==> config.mk <==
export PLATFORM = sky130hd
export DESIGN_NAME = clk_ref_picker
export DESIGN_NICKNAME = d
export VERILOG_FILES = /design/src/rtl/clksel_pkg.sv /design/src/rtl/clksel_qualifier.sv /design/src/rtl/clksel_best.sv /design/src/rtl/clksel_fsm.sv /design/src/rtl/clk_ref_picker.sv
export SDC_FILE = /design/constraint.sdc
export NUM_CORES = 1
export LEC_CHECK = 0
export BUFFER_PORTS_ARGS = -buffer_cell sky130_fd_sc_hd__buf_2
export CORE_ASPECT_RATIO = 1.2
export CORE_MARGIN = 4
export CORE_UTILIZATION = 65
export DETAILED_ROUTE_END_ITERATION = 12
export PLACE_DENSITY = 0.95
export SYNTH_ARGS = -nofsm -noshare
export SYNTH_HDL_FRONTEND = slang
export SYNTH_HIERARCHICAL = 1
export SYNTH_SLANG_ARGS = --single-unit
export TNS_END_PERCENT = 50
==> constraint.sdc <==
create_clock -name clk -period 16.35 [get_ports clk]
set_clock_uncertainty 0.2 [all_clocks]
set_input_delay 1.635 -clock clk [delete_from_list [all_inputs] [get_ports clk]]
set_output_delay 1.635 -clock clk [all_outputs]
set_load 0.05 [all_outputs]
==> src/rtl/clksel_pkg.sv <==
package clksel_pkg;
  localparam int RANK_W = 3;
  localparam logic [RANK_W-1:0] RANK_NONE = 3'd7;

  // Lower rank is better; 7 marks a code that may not be used for timing
  function automatic logic [RANK_W-1:0] ssm_rank(input logic [3:0] code);
    case (code)
      4'b0001: ssm_rank = 3'd0;
      4'b0111: ssm_rank = 3'd1;
      4'b1010: ssm_rank = 3'd2;
      4'b1100: ssm_rank = 3'd3;
      4'b0000: ssm_rank = 3'd4;
      4'b1110: ssm_rank = 3'd5;
      default: ssm_rank = RANK_NONE;
    endcase
  endfunction

  function automatic logic ssm_usable(input logic [RANK_W-1:0] r,
                                      input logic [RANK_W-1:0] own_r);
    ssm_usable = (r != RANK_NONE) && (r <= own_r);
  endfunction
endpackage

==> src/rtl/clksel_qualifier.sv <==
module clksel_qualifier #(
  parameter int CNT_W = 8
) (
  input  logic             clk,
  input  logic             rst_n,
  input  logic             tick,
  input  logic [CNT_W-1:0] len,
  input  logic             ok,
  output logic             qualified
);
  localparam logic [CNT_W-1:0] CNT_MAX = {CNT_W{1'b1}};
  logic [CNT_W-1:0] cnt;

  always_ff @(posedge clk or negedge rst_n) begin
    if (!rst_n)                       cnt <= '0;
    else if (!ok)                     cnt <= '0;
    else if (tick && cnt != CNT_MAX)  cnt <= cnt + 1'b1;
  end

  assign qualified = ok && (cnt >= len);
endmodule

==> src/rtl/clksel_best.sv <==
module clksel_best #(
  parameter int N_REF = 4,
  localparam int IDX_W = (N_REF > 1) ? $clog2(N_REF) : 1
) (
  input  logic [N_REF-1:0]                         elig,
  input  logic [N_REF-1:0][clksel_pkg::RANK_W-1:0] rank,
  output logic                                     any_elig,
  output logic [IDX_W-1:0]                         best_idx,
  output logic [clksel_pkg::RANK_W-1:0]            best_rank
);
  always_comb begin
    any_elig  = 1'b0;
    best_idx  = '0;
    best_rank = clksel_pkg::RANK_NONE;
    for (int i = 0; i < N_REF; i++) begin
      if (elig[i] && (!any_elig || rank[i] < best_rank)) begin
        any_elig  = 1'b1;
        best_idx  = IDX_W'(i);
        best_rank = rank[i];
      end
    end
  end
endmodule

==> src/rtl/clksel_fsm.sv <==
module clksel_fsm #(
  parameter int N_REF = 4,
  localparam int IDX_W = (N_REF > 1) ? $clog2(N_REF) : 1
) (
  input  logic                                     clk,
  input  logic                                     rst_n,
  input  logic [N_REF-1:0]                         elig,
  input  logic [N_REF-1:0][clksel_pkg::RANK_W-1:0] rank,
  input  logic                                     any_elig,
  input  logic [IDX_W-1:0]                         best_idx,
  input  logic [clksel_pkg::RANK_W-1:0]            best_rank,
  output logic [IDX_W-1:0]                         cur_idx,
  output logic                                     have_ref,
  output logic                                     ever_locked,
  output logic                                     take_new,
  output logic                                     pulse_q
);
  logic cur_ok, better;

  assign cur_ok   = have_ref && elig[cur_idx];
  assign better   = any_elig && (best_rank < rank[cur_idx]);
  assign take_new = cur_ok ? better : any_elig;

  always_ff @(posedge clk or negedge rst_n) begin
    if (!rst_n) begin
      cur_idx     <= '0;
      have_ref    <= 1'b0;
      ever_locked <= 1'b0;
      pulse_q     <= 1'b0;
    end else begin
      pulse_q  <= take_new;
      have_ref <= cur_ok || any_elig;
      if (take_new) begin
        cur_idx     <= best_idx;
        ever_locked <= 1'b1;
      end
    end
  end
endmodule

==> src/rtl/clk_ref_picker.sv <==
module clk_ref_picker #(
  parameter int N_REF = 4,
  parameter int CNT_W = 8,
  localparam int IDX_W = (N_REF > 1) ? $clog2(N_REF) : 1
) (
  input  logic               clk,
  input  logic               rst_n,
  input  logic               qual_tick,
  input  logic [CNT_W-1:0]   qual_len,
  input  logic [3:0]         own_ssm,
  input  logic [N_REF-1:0]   ref_ok,
  input  logic [4*N_REF-1:0] ref_ssm,
  output logic [IDX_W-1:0]   sel_idx,
  output logic [2:0]         mode,
  output logic               switch_pulse,
  output logic [3:0]         out_ssm
);
  import clksel_pkg::*;

  logic [N_REF-1:0]             qualified;
  logic [N_REF-1:0]             elig;
  logic [N_REF-1:0][RANK_W-1:0] rank;
  logic [RANK_W-1:0]            own_rank;
  logic                         any_elig;
  logic [IDX_W-1:0]             best_idx;
  logic [RANK_W-1:0]            best_rank;
  logic                         have_ref, ever_locked, take_new;

  assign own_rank = ssm_rank(own_ssm);

  for (genvar g = 0; g < N_REF; g++) begin : g_ref
    clksel_qualifier #(.CNT_W(CNT_W)) u_qual (
      .clk(clk), .rst_n(rst_n), .tick(qual_tick), .len(qual_len),
      .ok(ref_ok[g]), .qualified(qualified[g])
    );
    assign rank[g] = ssm_rank(ref_ssm[4*g +: 4]);
    assign elig[g] = qualified[g] && ssm_usable(rank[g], own_rank);
  end

  clksel_best #(.N_REF(N_REF)) u_best (
    .elig(elig), .rank(rank), .any_elig(any_elig),
    .best_idx(best_idx), .best_rank(best_rank)
  );

  clksel_fsm #(.N_REF(N_REF)) u_fsm (
    .clk(clk), .rst_n(rst_n), .elig(elig), .rank(rank),
    .any_elig(any_elig), .best_idx(best_idx), .best_rank(best_rank),
    .cur_idx(sel_idx), .have_ref(have_ref), .ever_locked(ever_locked),
    .take_new(take_new), .pulse_q(switch_pulse)
  );

  assign mode    = have_ref ? 3'b010 : (ever_locked ? 3'b100 : 3'b001);
  assign out_ssm = have_ref ? ref_ssm[4*sel_idx +: 4] : own_ssm;
endmodule

==> reports/metrics.csv <==
stage,metric,value,unit
outcome,outcome,completed,
floorplan,Top Ports,45,
clock_tree,Max clock buf depth,2,
logic_synthesis,"count leader, synth",ha_1,
global_route,initial antenna violation count,0,
placed_design,placed cell count,587,
clock_tree,Post-CTS Hold Buffers,0,
placed_design,IO Port Bufs,44,
sta,final hold vios,0,
clock_tree,CTS H-Tree Depth,2,
route,Via Count,3964,
placed_design,RePlAce Congestion,0.939,
power_and_ir_drop,Max VDD drop,32.7,µV
floorplan,Die ar.,7920,µm²
critical_path,worst path arrival time,8.23,ns
logic_synthesis,Netlist cell types,67,
sta,Tmin final,8.24,ns
cells_and_area,fin nets,599,
cells_and_area,area of the multi-input gates,3060,µm²
critical_path,"Buf+Inv Stages, Crit Path",3,
sta,fin. max-slew vios,0,
cells_and_area,Final Core Density,71.8,%
floorplan,Core Region,6410,µm²
cells_and_area,# diodes,0,
logic_synthesis,"Avg Cell Area, Syn",9.05,µm²
critical_path,"Req. time, crit path",16.33,ns
power_and_ir_drop,clock share of power,30.4,%
power_and_ir_drop,pwr dens,51.7,nW/µm²
logic_synthesis,synth warn,6,
clock_tree,Num CTS Buffers,5,
global_route,GRT Util Overall,27.2,%
route,Detail Route Antenna Nets,0,
clock_tree,post-CTS setup buffers,0,
cells_and_area,Post-Layout Cell Count,595,
cells_and_area,share of cells above drive strength 1,18.2,%
logic_synthesis,post-synthesis sequential area ratio,21.7,%
sta,Final setup viols,0,
route,Via density,6.66,
power_and_ir_drop,Gate power share,29.0,%
critical_path,Crit path top cell by count,ha_1,
critical_path,critical path depth,30,
sta,Least-Margin Pin Slew,0.863,ns
worst_hold_path,depth of the worst hold-timing path,1,
floorplan,Initial Utilization,66.5,%
cells_and_area,Reg area,926,µm²
clock_tree,root cell of the clock tree,clkbuf_8,
clock_tree,CTS tree,done,
clock_tree,clk_lat worst skew,0.30,ns
sta,top achievable clock speed,121,MHz
power_and_ir_drop,Internal Power,159,µW
power_and_ir_drop,Net Sw Power,78.7,µW
route,drt pass-1 iters,5,
floorplan,Die H,96.7,µm
critical_path,type of origin of the critical path,input port,
worst_hold_path,HP Class,flip-flop to flip-flop,
cells_and_area,Filler Cell Count,468,
cells_and_area,area delta synth->final,7.99,%
logic_synthesis,Most used DFF post-synth,dfrtp_1,
global_route,vias in the first global route,3939,
critical_path,reg2reg path depth,28,
sta,max_slew headroom,42.5,%
logic_synthesis,Synth area leaders,"dfrtp_1, ha_1, inv_1",
placed_design,post-DP HPWL,8.17,mm
route,Iteration-0 DRC Markers,187,
logic_synthesis,synthesized area,4260,µm²
logic_synthesis,post-synth net total,561,
power_and_ir_drop,Leak,0.00238,µW
critical_path,Worst path slowest cell,mux2_2,
logic_synthesis,largest area contributor in the netlist,dfrtp_1,
logic_synthesis,synth cell count leaders,"ha_1, inv_1, dfrtp_1",
critical_path,Top Family by Delay on Critical Path,compound AO/OA/AOI/OAI gates,
sta,RSZ-0062 raised after global routing,false,
critical_path,CP max FO,6,
critical_path,CP endpoint kind,flip-flop,
logic_synthesis,synthesized instance count,471,
global_route,total gr overflow,0,
logic_synthesis,#FFs+latches synth,37,
logic_synthesis,Synth top area share,21.7,%
floorplan,Rows,32,
critical_path,largest stage delay on the critical path,0.40,ns
floorplan,Die Wd,81.9,µm
sta,Fin Hold WS,0.332,ns
power_and_ir_drop,Sw Ratio,33.1,%
sta,period utilization,50.4,%
route,final WL,10.6,mm
logic_synthesis,"EDFF count, synth",0,
route,drt drc,0,
route,routed length per instance,17.8,µm
clock_tree,clock-pin slew on the worst setup and hold paths,0.07,ns
power_and_ir_drop,Sequential Power Share,40.7,%
run,Max-Cap Viols,0,
global_route,largest net degree at the start of global routing,38,
clock_tree,CTS resizes,0,
clock_tree,clk sinks,37,
global_route,first-pass GRT wire length,17.4,mm
logic_synthesis,asr flop ratio synth,100,%
critical_path,"Worst Path Class, Setup",input port to flip-flop,
sta,Final TNS setup,0,ns
cells in the final DEF (no fill, tap or decap), drive strengths merged, types with 10 or more instances in the layout:
master   n
a211oi  10
a31oi   17
and4    17
buf     44
dfrtp   37
ha      55
inv     49
mux2    11
mux2i   13
nand2   32
nand2b  14
nand3   18
nor2    20
nor2b   13
nor3    13
o211a   12
o21a    10
o21ai   25
cell type report:
cell class	count	area share, %
Inverter	49	4.00
Clock buffer	7	2.09
Multi-Input combinational cell	372	66.6
Sequential cell	37	20.1
Timing Repair Buffer	44	4.79
Clock inverter	1	0.109
Tap cell	85	2.31
flip-flops by register name, indices dropped and copies added (netlist names):
name	flops
g_ref.u_qual/cnt	32
u_fsm/cur_idx	2
u_fsm/ever_locked	1
u_fsm/have_ref	1
u_fsm/pulse_q	1
final timing paths:
check | start | end | slack, ns
max | ref_ssm[3] | u_fsm/cur_idx[0] | 8.11
min | u_fsm/ever_locked | u_fsm/ever_locked | 0.33
max reg2reg | g_ref[0].u_qual/cnt[3] | u_fsm/cur_idx[0] | 9.30
min reg2reg | u_fsm/ever_locked | u_fsm/ever_locked | 0.33
max in group asynchronous | rst_n | g_ref[1].u_qual/cnt[5] | 14.16
min in group asynchronous | rst_n | g_ref[3].u_qual/cnt[5] | 1.24
kinds of logic (layout without fill, tap and decap cells):
group / Yosys count / in the layout / share of synthesized area (%)
adders and majority gates: 55 / 55 / 16.2
buffers and inverters: 62 / 101 / 6.37
xor gates and xnor gates: 6 / 6 / 1.23
muxes: 31 / 31 / 10.3
DFF: 37 / 37 / 21.7
AOI/OAI and AO/OA: 125 / 125 / 22.7
and+or+nand+nor: 155 / 155 / 21.5
per-layer routing:
metal  wire (µm)  GRT usage [%]  share of wire, %  vias to the layer above
met5           0              0                 0                        -
met4         421           14.8               4.0                        0
met2        5270           47.3                50                      172
li1            -              -                 -                     1861
met3         618           4.56               5.9                       37
met1        4250           30.6                40                     1894
power groups by stage:
stage               Sequential (µW)  Combinational, µW  Clock, µW
global route                   97.1               76.4       77.5
global placement               98.1               63.2          0
floorplan                      97.7               47.5          0
CTS                            96.6               68.4       72.5
finish                         96.6               68.9       72.1
detailed placement             98.4               67.9          0
worst reg2reg max path: cells and delay by family (launching register included):
family | cells | cell delay [ns]
buf+inv | 2 | 0.23
flops | 1 | 0.48
compound gates | 15 | 3.66
mux | 2 | 0.53
fa+ha+maj | 5 | 1.43
simple gates | 4 | 0.43
stage by stage:
stage | total power (µW) | cell area, µm² | worst slack, ns
floorplan | 145 | 4260 | 8.77
global placement | 161 | 4500 | 8.31
detailed placement | 166 | 4500 | 7.95
CTS | 237 | 4600 | 8.24
global route | 251 | 4600 | 7.66
finish | 238 | 4600 | 8.11
(Power assumes the default switching activity.)
